==> src/rtl/ecc_fix_pkg.sv <==
package ecc_fix_pkg;
   localparam int CNT_W       = 4;
   localparam int WORD_W      = 32;
   localparam int ODD_OFS     = 16;
   localparam int BIT_SEL_W   = 3;
   localparam logic [CNT_W-1:0] CNT_FAIL = 4'hF;

   typedef enum logic [1:0] {
      ST_IDLE = 2'd0,
      ST_WAIT = 2'd1,
      ST_RUN  = 2'd2
   } fix_state_e;
endpackage

==> src/rtl/ecc_loc_pick.sv <==
module ecc_loc_pick
   import ecc_fix_pkg::*;
#(
   parameter int LOC_WORDS = 7,
   parameter int LOC_W     = 13,
   parameter int IDX_W     = 4
) (
   input  logic [LOC_WORDS*WORD_W-1:0] words_i,
   input  logic [IDX_W-1:0]            idx_i,
   output logic [LOC_W-1:0]            loc_o
);
   localparam int N_ENT  = 2 * LOC_WORDS;
   localparam int N_SLOT = 1 << IDX_W;

   if (LOC_W > ODD_OFS) begin : g_bad_locw
      $error("location width does not fit a half word");
   end
   if (N_SLOT < N_ENT) begin : g_bad_idx
      $error("index width too narrow for the entry count");
   end

   logic [LOC_W-1:0] slot [N_SLOT];

   // even entry low half, odd entry high half of each word
   for (genvar e = 0; e < N_SLOT; e++) begin : g_slot
      if (e < N_ENT) begin : g_real
         localparam int BASE = (e / 2) * WORD_W + (e % 2) * ODD_OFS;
         assign slot[e] = words_i[BASE +: LOC_W];
      end else begin : g_pad
         assign slot[e] = '0;
      end
   end

   logic unused_pad;
   if (LOC_W < ODD_OFS) begin : g_unused
      logic [2*LOC_WORDS*(ODD_OFS-LOC_W)-1:0] pad_bits;
      for (genvar w = 0; w < LOC_WORDS; w++) begin : g_w
         assign pad_bits[(2*w)*(ODD_OFS-LOC_W) +: ODD_OFS-LOC_W]   = words_i[w*WORD_W+LOC_W +: ODD_OFS-LOC_W];
         assign pad_bits[(2*w+1)*(ODD_OFS-LOC_W) +: ODD_OFS-LOC_W] = words_i[w*WORD_W+ODD_OFS+LOC_W +: ODD_OFS-LOC_W];
      end
      assign unused_pad = ^pad_bits;
   end else begin : g_nounused
      assign unused_pad = 1'b0;
   end

   assign loc_o = slot[idx_i];
endmodule

==> src/rtl/ecc_loc_steer.sv <==
module ecc_loc_steer
   import ecc_fix_pkg::*;
#(
   parameter int LOC_W        = 13,
   parameter int SECTOR_BYTES = 512,
   parameter int META_BYTES   = 8
) (
   input  logic [LOC_W-1:0]                    loc_i,
   output logic                                hit_data_o,
   output logic                                hit_meta_o,
   output logic [$clog2(SECTOR_BYTES)-1:0]     addr_o,
   output logic [7:0]                          mask_o
);
   localparam int ADDR_W    = $clog2(SECTOR_BYTES);
   localparam int BYTE_W    = LOC_W - BIT_SEL_W;
   localparam int DATA_BITS = SECTOR_BYTES * 8;
   localparam int META_END  = DATA_BITS + META_BYTES * 8;

   if (META_END > (1 << LOC_W)) begin : g_bad_span
      $error("data plus metadata exceed the location range");
   end
   if (META_BYTES > SECTOR_BYTES || META_BYTES < 1) begin : g_bad_meta
      $error("metadata size out of range");
   end
   if ((1 << ADDR_W) != SECTOR_BYTES) begin : g_bad_sect
      $error("sector size must be a power of two");
   end

   logic [BYTE_W-1:0] byte_idx;
   logic [BYTE_W-1:0] meta_off;

   assign byte_idx   = loc_i[LOC_W-1:BIT_SEL_W];
   assign meta_off   = byte_idx - BYTE_W'(SECTOR_BYTES);
   assign hit_data_o = (loc_i < LOC_W'(DATA_BITS));
   assign hit_meta_o = !hit_data_o && (loc_i < LOC_W'(META_END));
   assign addr_o     = hit_meta_o ? meta_off[ADDR_W-1:0] : byte_idx[ADDR_W-1:0];

   for (genvar b = 0; b < 8; b++) begin : g_mask
      assign mask_o[b] = (loc_i[BIT_SEL_W-1:0] == BIT_SEL_W'(b));
   end

   logic unused_hi;
   assign unused_hi = ^{byte_idx[BYTE_W-1:ADDR_W], meta_off[BYTE_W-1:ADDR_W]};
endmodule

==> src/rtl/ecc_bitfix.sv <==
module ecc_bitfix
   import ecc_fix_pkg::*;
#(
   parameter int N_SECT       = 8,
   parameter int LOC_WORDS    = 7,
   parameter int LOC_W        = 13,
   parameter int SECTOR_BYTES = 512,
   parameter int META_BYTES   = 8,
   localparam int SEC_W       = $clog2(N_SECT),
   localparam int ADDR_W      = $clog2(SECTOR_BYTES)
) (
   input  logic                        clk,
   input  logic                        rst_n,
   input  logic                        start_i,
   input  logic [SEC_W-1:0]            sect_i,
   input  logic [N_SECT*CNT_W-1:0]     errcnt_word_i,
   input  logic [LOC_WORDS*WORD_W-1:0] loc_words_i,
   input  logic [N_SECT-1:0]           dec_done_i,
   output logic                        flip_en_o,
   output logic                        flip_meta_o,
   output logic [ADDR_W-1:0]           flip_addr_o,
   output logic [7:0]                  flip_mask_o,
   output logic                        busy_o,
   output logic                        done_o,
   output logic                        uncorr_o,
   output logic [CNT_W-1:0]            fixed_cnt_o
);
   localparam int IDX_W = $clog2(2 * LOC_WORDS);

   if (N_SECT < 2 || (1 << SEC_W) != N_SECT) begin : g_bad_nsect
      $error("sector count must be a power of two of at least 2");
   end
   if (2 * LOC_WORDS < int'(CNT_FAIL) - 1) begin : g_bad_words
      $error("too few location words for the largest count");
   end

   fix_state_e                  state_q;
   logic [SEC_W-1:0]            sect_q;
   logic [CNT_W-1:0]            cnt_q;
   logic [LOC_WORDS*WORD_W-1:0] words_q;
   logic [IDX_W-1:0]            idx_q;
   logic [CNT_W-1:0]            acc_q;
   logic                        done_q;
   logic                        uncorr_q;
   logic [CNT_W-1:0]            fixed_q;

   logic [LOC_W-1:0] cur_loc;
   logic             hit_data, hit_meta, hit;
   logic [CNT_W-1:0] acc_nx;
   logic             last_ent;
   logic [CNT_W-1:0] cnt_sel;

   ecc_loc_pick #(
      .LOC_WORDS (LOC_WORDS),
      .LOC_W     (LOC_W),
      .IDX_W     (IDX_W)
   ) u_pick (
      .words_i (words_q),
      .idx_i   (idx_q),
      .loc_o   (cur_loc)
   );

   ecc_loc_steer #(
      .LOC_W        (LOC_W),
      .SECTOR_BYTES (SECTOR_BYTES),
      .META_BYTES   (META_BYTES)
   ) u_steer (
      .loc_i      (cur_loc),
      .hit_data_o (hit_data),
      .hit_meta_o (hit_meta),
      .addr_o     (flip_addr_o),
      .mask_o     (flip_mask_o)
   );

   assign cnt_sel  = errcnt_word_i[sect_i*CNT_W +: CNT_W];
   assign hit      = hit_data | hit_meta;
   assign acc_nx   = acc_q + CNT_W'(hit);
   assign last_ent = (32'(cnt_q) == 32'(idx_q) + 32'd1);

   always_ff @(posedge clk or negedge rst_n) begin
      if (!rst_n) begin
         state_q  <= ST_IDLE;
         sect_q   <= '0;
         cnt_q    <= '0;
         words_q  <= '0;
         idx_q    <= '0;
         acc_q    <= '0;
         done_q   <= 1'b0;
         uncorr_q <= 1'b0;
         fixed_q  <= '0;
      end else begin
         done_q <= 1'b0;
         unique case (state_q)
            ST_IDLE: begin
               if (start_i) begin
                  sect_q   <= sect_i;
                  cnt_q    <= cnt_sel;
                  words_q  <= loc_words_i;
                  uncorr_q <= 1'b0;
                  fixed_q  <= '0;
                  state_q  <= ST_WAIT;
               end
            end
            ST_WAIT: begin
               if (dec_done_i[sect_q]) begin
                  idx_q <= '0;
                  acc_q <= '0;
                  if (cnt_q == CNT_FAIL) begin
                     uncorr_q <= 1'b1;
                     done_q   <= 1'b1;
                     state_q  <= ST_IDLE;
                  end else if (cnt_q == '0) begin
                     done_q   <= 1'b1;
                     state_q  <= ST_IDLE;
                  end else begin
                     state_q  <= ST_RUN;
                  end
               end
            end
            ST_RUN: begin
               acc_q <= acc_nx;
               idx_q <= idx_q + IDX_W'(1);
               if (last_ent) begin
                  fixed_q <= acc_nx;
                  done_q  <= 1'b1;
                  state_q <= ST_IDLE;
               end
            end
            default: state_q <= ST_IDLE;
         endcase
      end
   end

   assign flip_en_o   = (state_q == ST_RUN) && hit;
   assign flip_meta_o = hit_meta;
   assign busy_o      = (state_q != ST_IDLE);
   assign done_o      = done_q;
   assign uncorr_o    = uncorr_q;
   assign fixed_cnt_o = fixed_q;

   p_uncorr_quiet_r2: assert property (@(posedge clk) disable iff (!rst_n)
      uncorr_q |-> !flip_en_o);
   p_mask_onehot_r4: assert property (@(posedge clk) disable iff (!rst_n)
      flip_en_o |-> ($countones(flip_mask_o) == 1));
   p_meta_addr_r5: assert property (@(posedge clk) disable iff (!rst_n)
      (flip_en_o && flip_meta_o) |-> (32'(flip_addr_o) < META_BYTES));
   p_fixed_bound_r7: assert property (@(posedge clk) disable iff (!rst_n)
      done_q |-> (fixed_q <= cnt_q));
   p_hold_wait_r8: assert property (@(posedge clk) disable iff (!rst_n)
      (state_q == ST_WAIT && !dec_done_i[sect_q]) |=> (state_q == ST_WAIT));
   p_done_pulse_r9: assert property (@(posedge clk) disable iff (!rst_n)
      done_q |=> !done_q);
   p_ignore_start_r10: assert property (@(posedge clk) disable iff (!rst_n)
      (busy_o && start_i) |=> (sect_q == $past(sect_q) && cnt_q == $past(cnt_q)));
endmodule

==> config.mk <==
export PLATFORM = sky130hd
export DESIGN_NAME = ecc_bitfix
export DESIGN_NICKNAME = d
export VERILOG_FILES = /design/src/rtl/ecc_fix_pkg.sv /design/src/rtl/ecc_loc_pick.sv /design/src/rtl/ecc_loc_steer.sv /design/src/rtl/ecc_bitfix.sv
export SDC_FILE = /design/constraint.sdc
export NUM_CORES = 1
export LEC_CHECK = 0
export ABC_CLOCK_PERIOD_IN_PS = 2500
export BUFFER_PORTS_ARGS = -buffer_cell sky130_fd_sc_hd__buf_2
export CAP_MARGIN = 20
export CORE_ASPECT_RATIO = 1.2
export CORE_UTILIZATION = 45
export CTS_CLUSTER_DIAMETER = 120
export CTS_CLUSTER_SIZE = 25
export DETAILED_ROUTE_END_ITERATION = 12
export MAX_ROUTING_LAYER = met4
export PLACE_DENSITY = 0.83
export SETUP_SLACK_MARGIN = 0.02
export SLEW_MARGIN = 5
export SYNTH_ARGS = -nofsm -noshare
export SYNTH_HDL_FRONTEND = slang
export SYNTH_SLANG_ARGS = --single-unit
export TNS_END_PERCENT = 5
==> constraint.sdc <==
create_clock -name clk -period 2.5 [get_ports clk]
set_input_delay 0.375 -clock clk [delete_from_list [all_inputs] [get_ports clk]]
set_output_delay 0.375 -clock clk [all_outputs]
set_load 0.02 [all_outputs]
Word-level counts from Yosys, hierarchy flattened
Cells that the tools add are included.
Word-level totals
  register bits after elaboration: 244
  word-level logic and storage cells: 77
Cells by class
  add/subtract/negate cells: 4
  magnitude comparators: 4
  equal/unequal tests: 15
  shifts and indexed selects: 1
  mux-type cells: 27
  bitwise gates (word level): 2
  reduce and logical (&&, ||, !) cells: 15
Operators with widths (number)
  $bmux 13 s4: 1
  $shiftx 32x6->4: 1
  $lt 13x13->1 const B: 2
  $mux 13: 2
  $pmux 4 s2: 3
  $eq 3x3->1 const B: 4
  $mux 4: 3
  $mux 2: 5
  $mux 9: 1
  $sub 9x1->9 const B: 1
  $mux 1: 8
  $ne 2x2->1 const B: 4
  $reduce_bool 2->1: 4
  $eq 3x2->1 const B: 2
  $pmux 2 s3: 1
  $reduce_and 3->1: 2
  $add 4x1->5 const B: 1
  $eq 4x5->1: 1
  $ge 5x5->1 const B: 1
  $not 4->5: 1
  $add 4x1->4: 1
  $add 4x1->4 const B: 1
  $eq 4x4->1 const B: 1
  $logic_not 4->1: 1
  other kinds (13): 16

Depth between registers and ports, before layout
  depth in word-level cells: 11
  mapped depth: 13
  gate-level depth less buffers: 10

Modules after synthesis
Synthesis repeated with hierarchy kept, for this count alone.
Second synthesis, totals
  cells, all modules: 749
  area, all modules: 11354.6 µm²
By module, submodules not included
  ecc_bitfix: times used 1, cells an instance 600, area an instance 9745.6 µm², sequential area each 6180.9 µm²
  ecc_loc_pick: times used 1, cells an instance 128, area an instance 1455.1 µm², sequential area each 0.0 µm²
  ecc_loc_steer: times used 1, cells an instance 21, area an instance 153.9 µm², sequential area each 0.0 µm²

Worst setup path after synthesis
Ideal clock, no wire load.
  path kind: register -> register
  start: register idx_q[0]
  end: register fixed_q[3] (netlist: fixed_cnt_o[3])
  library setup time: 125 ps
  data arrival time: 2510 ps
  data required time: 2375 ps
  setup slack: -135 ps
  stages on the path, launching flop included: 12
  buffers on the path: 2
  period minus slack after synthesis: 2635 ps
  path through: dfrtp_1 -> buf_6 -> buf_6 -> mux4_2 -> o32ai_1 -> a21oi_1 -> o41ai_2 -> ha_1 -> nand3_1 -> xor2_1 -> nor2_1 -> mux2_2
On the way
  longest elaborated chain between the ends: 11
  elaborated cells between the ends (all ways): 16
  those cells by class: 2 x add/sub; 2 x order compare; 2 x eq/ne; 5 x mux; 2 x bitwise; 3 x reduce/logical
Ends and longest elaborated chain
  from (decl): line ecc_bitfix.sv:41  | logic [IDX_W-1:0] idx_q;
  from (signal assigned): line ecc_bitfix.sv:122  | idx_q <= idx_q + IDX_W'(1);
  $not 4->5 (implied by the code): line ecc_loc_pick.sv:46  | assign loc_o = slot[idx_i];
  $bmux 13 s4: line ecc_loc_pick.sv:46
  $mux 13 (implied by the code) (2 in series): line ecc_loc_pick.sv:46
  $lt 13x13->1: line ecc_loc_steer.sv:34  | assign hit_data_o = (loc_i < LOC_W'(DATA_BITS));
  $logic_not 1->1: line ecc_loc_steer.sv:35  | assign hit_meta_o = !hit_data_o && (loc_i < LOC_W'(META_END));
  $logic_and 1x1->1: line ecc_loc_steer.sv:35
  $or 1x1->1: line ecc_bitfix.sv:76  | assign hit = hit_data | hit_meta;
  $add 4x1->4: line ecc_bitfix.sv:77  | assign acc_nx = acc_q + CNT_W'(hit);
  $mux 4: line ecc_bitfix.sv:123  | if (last_ent) begin
  $pmux 4 s2: line ecc_bitfix.sv:93  | unique case (state_q)
  to (signal assigned): line ecc_bitfix.sv:124  | fixed_q <= acc_nx;
  to (decl): line ecc_bitfix.sv:45  | logic [CNT_W-1:0] fixed_q;
Several ways; a longest one is shown, not always the timed one. The select of a mux whose other input is x is not followed.
A chain may end at the register's enable or synchronous reset.

Final worst setup path
  start: register idx_q[0]
  end: output flip_en_o
On the way
  longest elaborated chain between the ends: 9
  elaborated cells between the ends (all ways): 10
  those cells by class: 2 x order compare; 3 x mux; 2 x bitwise; 3 x reduce/logical
Ends and longest elaborated chain
  $not 4->5 (implied by the code) (*): line ecc_loc_pick.sv:46
  $bmux 13 s4 (*): line ecc_loc_pick.sv:46
  $mux 13 (implied by the code) (*) (2 in series): line ecc_loc_pick.sv:46
  $lt 13x13->1: line ecc_loc_steer.sv:34
  $logic_not 1->1: line ecc_loc_steer.sv:35
  $logic_and 1x1->1: line ecc_loc_steer.sv:35
  $or 1x1->1 (*): line ecc_bitfix.sv:76
  $logic_and 1x1->1 (*): line ecc_bitfix.sv:134  | assign flip_en_o = (state_q == ST_RUN) && hit;
  to (decl): line ecc_bitfix.sv:19  | output logic flip_en_o,
Every way passes the cells marked *; elsewhere a longest branch is shown, timed or not. The select of a mux whose other input is x is not followed.

==> results.sh <==
export IMPL_worstPathArrival_ns=2.76
export IMPL_async_flop_share=1.00
export IMPL_startpoint_type="register"
export IMPL_port_buffers=253
export IMPL_violations="setup timing"
export IMPL_cts_clk_slew_worst_paths_ns=0.10
export IMPL_cts_htree_levels=1
export IMPL_wl_per_cell_um=19.7
export IMPL_cp_required_ns=2.12
export IMPL_gp_congestion=0.881
export IMPL_grt_pass1_vias=7605
export IMPL_placed_cell_area_um2=11700
export IMPL_syn_inst=696
export IMPL_die_h_um=164
export IMPL_cp_startpoint="idx_q[0]"
export IMPL_viasPerCell=5.41
export IMPL_io_pin_count=296
export IMPL_via_count=6824
export IMPL_slew_headroom=0.678
export IMPL_dr_pass1_iters=6
export IMPL_post_route_util=0.594
export IMPL_post_route_period_util=1.25
export IMPL_power_internal_mw=4.44
export IMPL_path_max_fanout=3
export IMPL_drive_gt1_frac=0.627
export IMPL_ys_seq_area_frac=0.523
export IMPL_die_w_um=137
export IMPL_cts_root_buffer_cell="clkbuf_16"
export IMPL_ir_worst_vdd_uv=608
export IMPL_critical_path_max_stage_delay_ns=0.52
export IMPL_regToRegStartpoint="idx_q[0]"
export IMPL_cts_buffer_depth=3
export IMPL_worstPathCellList="buf_12 > mux4_2 > nor2b_4 > a211oi_4 > a31oi_2 > o41ai_2 > and2_1 > buf_6"
export IMPL_ys_flop_type="dfrtp_1"
export IMPL_synth_warnings=0
export IMPL_initial_utilization=0.463
export IMPL_grt_start_max_net_pins=77
export IMPL_synth_edf_count=0
export IMPL_synth_area_um2=9810
export IMPL_hold_violations=0
export IMPL_antenna_left=0
export IMPL_drcViolationCount=0
export IMPL_min_period_ns=3.14
export IMPL_rsz0062_at_grt="yes"
export IMPL_dieArea_um2=22400
export IMPL_worst_slack_ns=-0.637
export IMPL_leakage_nw=6.56
export IMPL_p_sw_mw=1.23
export IMPL_timing_fmax_ghz=0.319
export IMPL_power_density_nw_per_um2=450
export IMPL_setup_viol=27
export IMPL_pwr_share_comb=0.053
export IMPL_finalInstanceArea_um2=12600
export IMPL_endpoint_kind="primary output"
export IMPL_cts_buffers=12
export IMPL_cts_tree="done"
export IMPL_postSynthAreaPerCell_um2=14.1
export IMPL_maxCapViolCount=0
export IMPL_ys_types=43
export IMPL_core_um2=21200
export IMPL_grt_overflow_total=0
export IMPL_sw_frac_of_total=0.218
export IMPL_drt_initial_drc_count=287
export IMPL_setup_tns_ns=-9.50
export IMPL_seqPwrFrac=0.584
export IMPL_hold_path_class="primary input to register"
export IMPL_outcome="complete, but fails checks"
export IMPL_worst_clock_skew_ns=0.0266
export IMPL_maxSlewViolCount=0
export IMPL_slowest_stage="dfrtp_4"
export IMPL_synthToLayoutAreaGrowth_pct=28.4
export IMPL_routed_wl_um=24800
export IMPL_clock_power_share=0.362
export IMPL_grt_total_usage=0.233
export IMPL_rows=58
export IMPL_nets=1259
export IMPL_grt_pass1_wl_um=38400
export IMPL_worstMarginPinSlew_ns=0.482
export IMPL_ys_seq_elements=205
export IMPL_synth_fp_nets=972
export IMPL_antenna_found_initial=8
export IMPL_hold_start="loc_words_i[72]"
export IMPL_clkSinkCount=205
export IMPL_dp_hpwl_um=18500
export IMPL_clk_latency_ns=0.47
export IMPL_fill_cells=1662
export IMPL_stdcell_count=1262
export IMPL_numPlacedInstances=1220
export IMPL_path_class="register to primary output"
[final timing paths]
check | endpoint | slack, ns | cells after the start
setup / recovery | flip_en_o | -0.64 | 8
hold / removal | words_q[72] | 0.12 | 2
setup reg to reg | acc_q[3] | -0.54 | 13
hold reg to reg | fixed_cnt_o[2] | 0.49 | 2
max in group asynchronous | words_q[130] | 1.34 | 3
min in group asynchronous | words_q[86] | 0.40 | 2
[cells in the final DEF, fill, tap and decap left out, types with 2 or more instances in the layout]
cell type  netlist  routed
buf_2            9     238
dfrtp_1        205     203
xnor2_1          4       4
ha_1             6       4
nor2b_1          5       4
ha_4             0       2
diode_2          0       8
a21oi_2          1      11
buf_12           0      16
nand2_2          0       5
o21ai_1          0      11
clkbuf_16        0      14
nand2b_1         4       4
o31ai_1          4       3
o32ai_2          0       3
nor2_1          20      18
and2_4           0       2
a21o_1           3       3
buf_6            3       6
buf_4            5      56
nand2_1         32      26
inv_1            9       7
and2_1           5       3
a21oi_1         17       7
inv_2            0       2
o22ai_2          0       3
xor2_1           2       2
mux2_2         189     189
mux2i_1         34      32
a211oi_2         1       2
o21ai_2          1       4
mux4_2          43      43
mux2i_2          0       2
a31oi_2          0       2
nor3_1           3       2
nand3_1          6       6
o21ai_0         29      15
[through the flow]
step | power (mW) | hold WS [ns] | setup WS (ns)
5_1_grt | 5.88 | 0.108 | -0.735
4_1_cts | 5.74 | 0.109 | -0.670
3_3_place_gp | 3.69 | 0.346 | -0.344
6_report | 5.67 | 0.123 | -0.637
2_1_floorplan | 3.42 | 0.0794 | -0.121
3_5_place_dp | 3.69 | 0.348 | -0.444
[worst max-delay path, delay by kind of cell, from the launching register on]
family	cells	cell delay (ns)
buf+inv	2	0.28
flops	1	0.52
mux	1	0.43
simple gates	2	0.38
compound gates	3	0.67
[area by class of cell]
cell class | count | area [µm²] | area share
sequential | 205 | 5130 | 0.408
multi-input combinational | 435 | 4640 | 0.368
timing repair buffer | 320 | 2080 | 0.165
tap | 270 | 338 | 0.0268
clock buffer | 14 | 329 | 0.0261
inverter | 9 | 33.8 | 0.00268
clock inverter | 1 | 20.0 | 0.00159
antenna | 8 | 20.0 | 0.00159
[metal layers]
metal	share of wire	GRT usage	up-vias
li1	-	-	3126
met1	0.38	0.260	3417
met2	0.52	0.405	222
met3	0.055	0.0410	59
met4	0.038	0.102	0
met5	0	-	-
[cells in the mapped netlist (2+ instances only)]
library cell | instances | area share
a31oi_1 | 3 | 0.0019
o31ai_1 | 4 | 0.0031
nand2b_1 | 4 | 0.0026
mux4_2 | 43 | 0.099
o21ai_0 | 29 | 0.015
ha_1 | 6 | 0.0077
inv_1 | 9 | 0.0034
a21oi_1 | 17 | 0.0087
nand3_1 | 6 | 0.0031
nor4_1 | 2 | 0.0013
xor2_1 | 2 | 0.0018
o22ai_1 | 4 | 0.0026
a211oi_1 | 2 | 0.0015
xnor2_1 | 4 | 0.0036
mux2_2 | 189 | 0.22
nor2b_1 | 5 | 0.0032
a21o_1 | 3 | 0.0023
buf_2 | 9 | 0.0046
nor3_1 | 3 | 0.0015
o32ai_1 | 3 | 0.0027
buf_4 | 5 | 0.0038
buf_6 | 3 | 0.0034
mux2i_1 | 34 | 0.035
nor2_1 | 20 | 0.0077
nand2_1 | 32 | 0.012
clkbuf_1 | 30 | 0.011
and2_1 | 5 | 0.0032
dfrtp_1 | 205 | 0.52
[cells by family (layout without fill, tap and decap cells)]
kind of cell / after synthesis / in the layout / synth area share
adder cells (fa/ha/maj): 6 / 6 / 0.00765
XOR/XNOR: 6 / 6 / 0.00536
AO/OA/AOI/OAI: 76 / 76 / 0.0490
flip-flops: 205 / 205 / 0.523
other: 0 / 8 / 0
buffers and inverters: 56 / 344 / 0.0268
multiplexers: 266 / 266 / 0.350
AND/OR/NAND/NOR: 81 / 81 / 0.0378
[flip-flops by register name, summed over array words and instances (netlist names)]
register / cells
state_q: 2
acc_q: 4
words_q: 182
done_o: 1
uncorr_o: 1
cnt_q: 4
fixed_cnt_o: 4
idx_q: 4
sect_q: 3
[power groups by stage]
stage | Combinational [mW] | Sequential [mW] | Clock [mW]
finish | 0.303 | 3.31 | 2.06
global route | 0.340 | 3.31 | 2.23
CTS | 0.313 | 3.31 | 2.11
detailed placement | 0.311 | 3.38 | 0
global placement | 0.307 | 3.38 | 0
floorplan | 0.0427 | 3.38 | 0
[timing repair]
action | CTS | global route
buffers inserted | 13 | 4
cloned | 0 | 1
endpoints found under the setup margin | 27 | 27
pin swaps | 16 | 8
hold endpoints to repair | 42 | 0
hold buffers | 1 | 0
resized for setup | 63 | 29
Power figures use the tool's default switching activity.
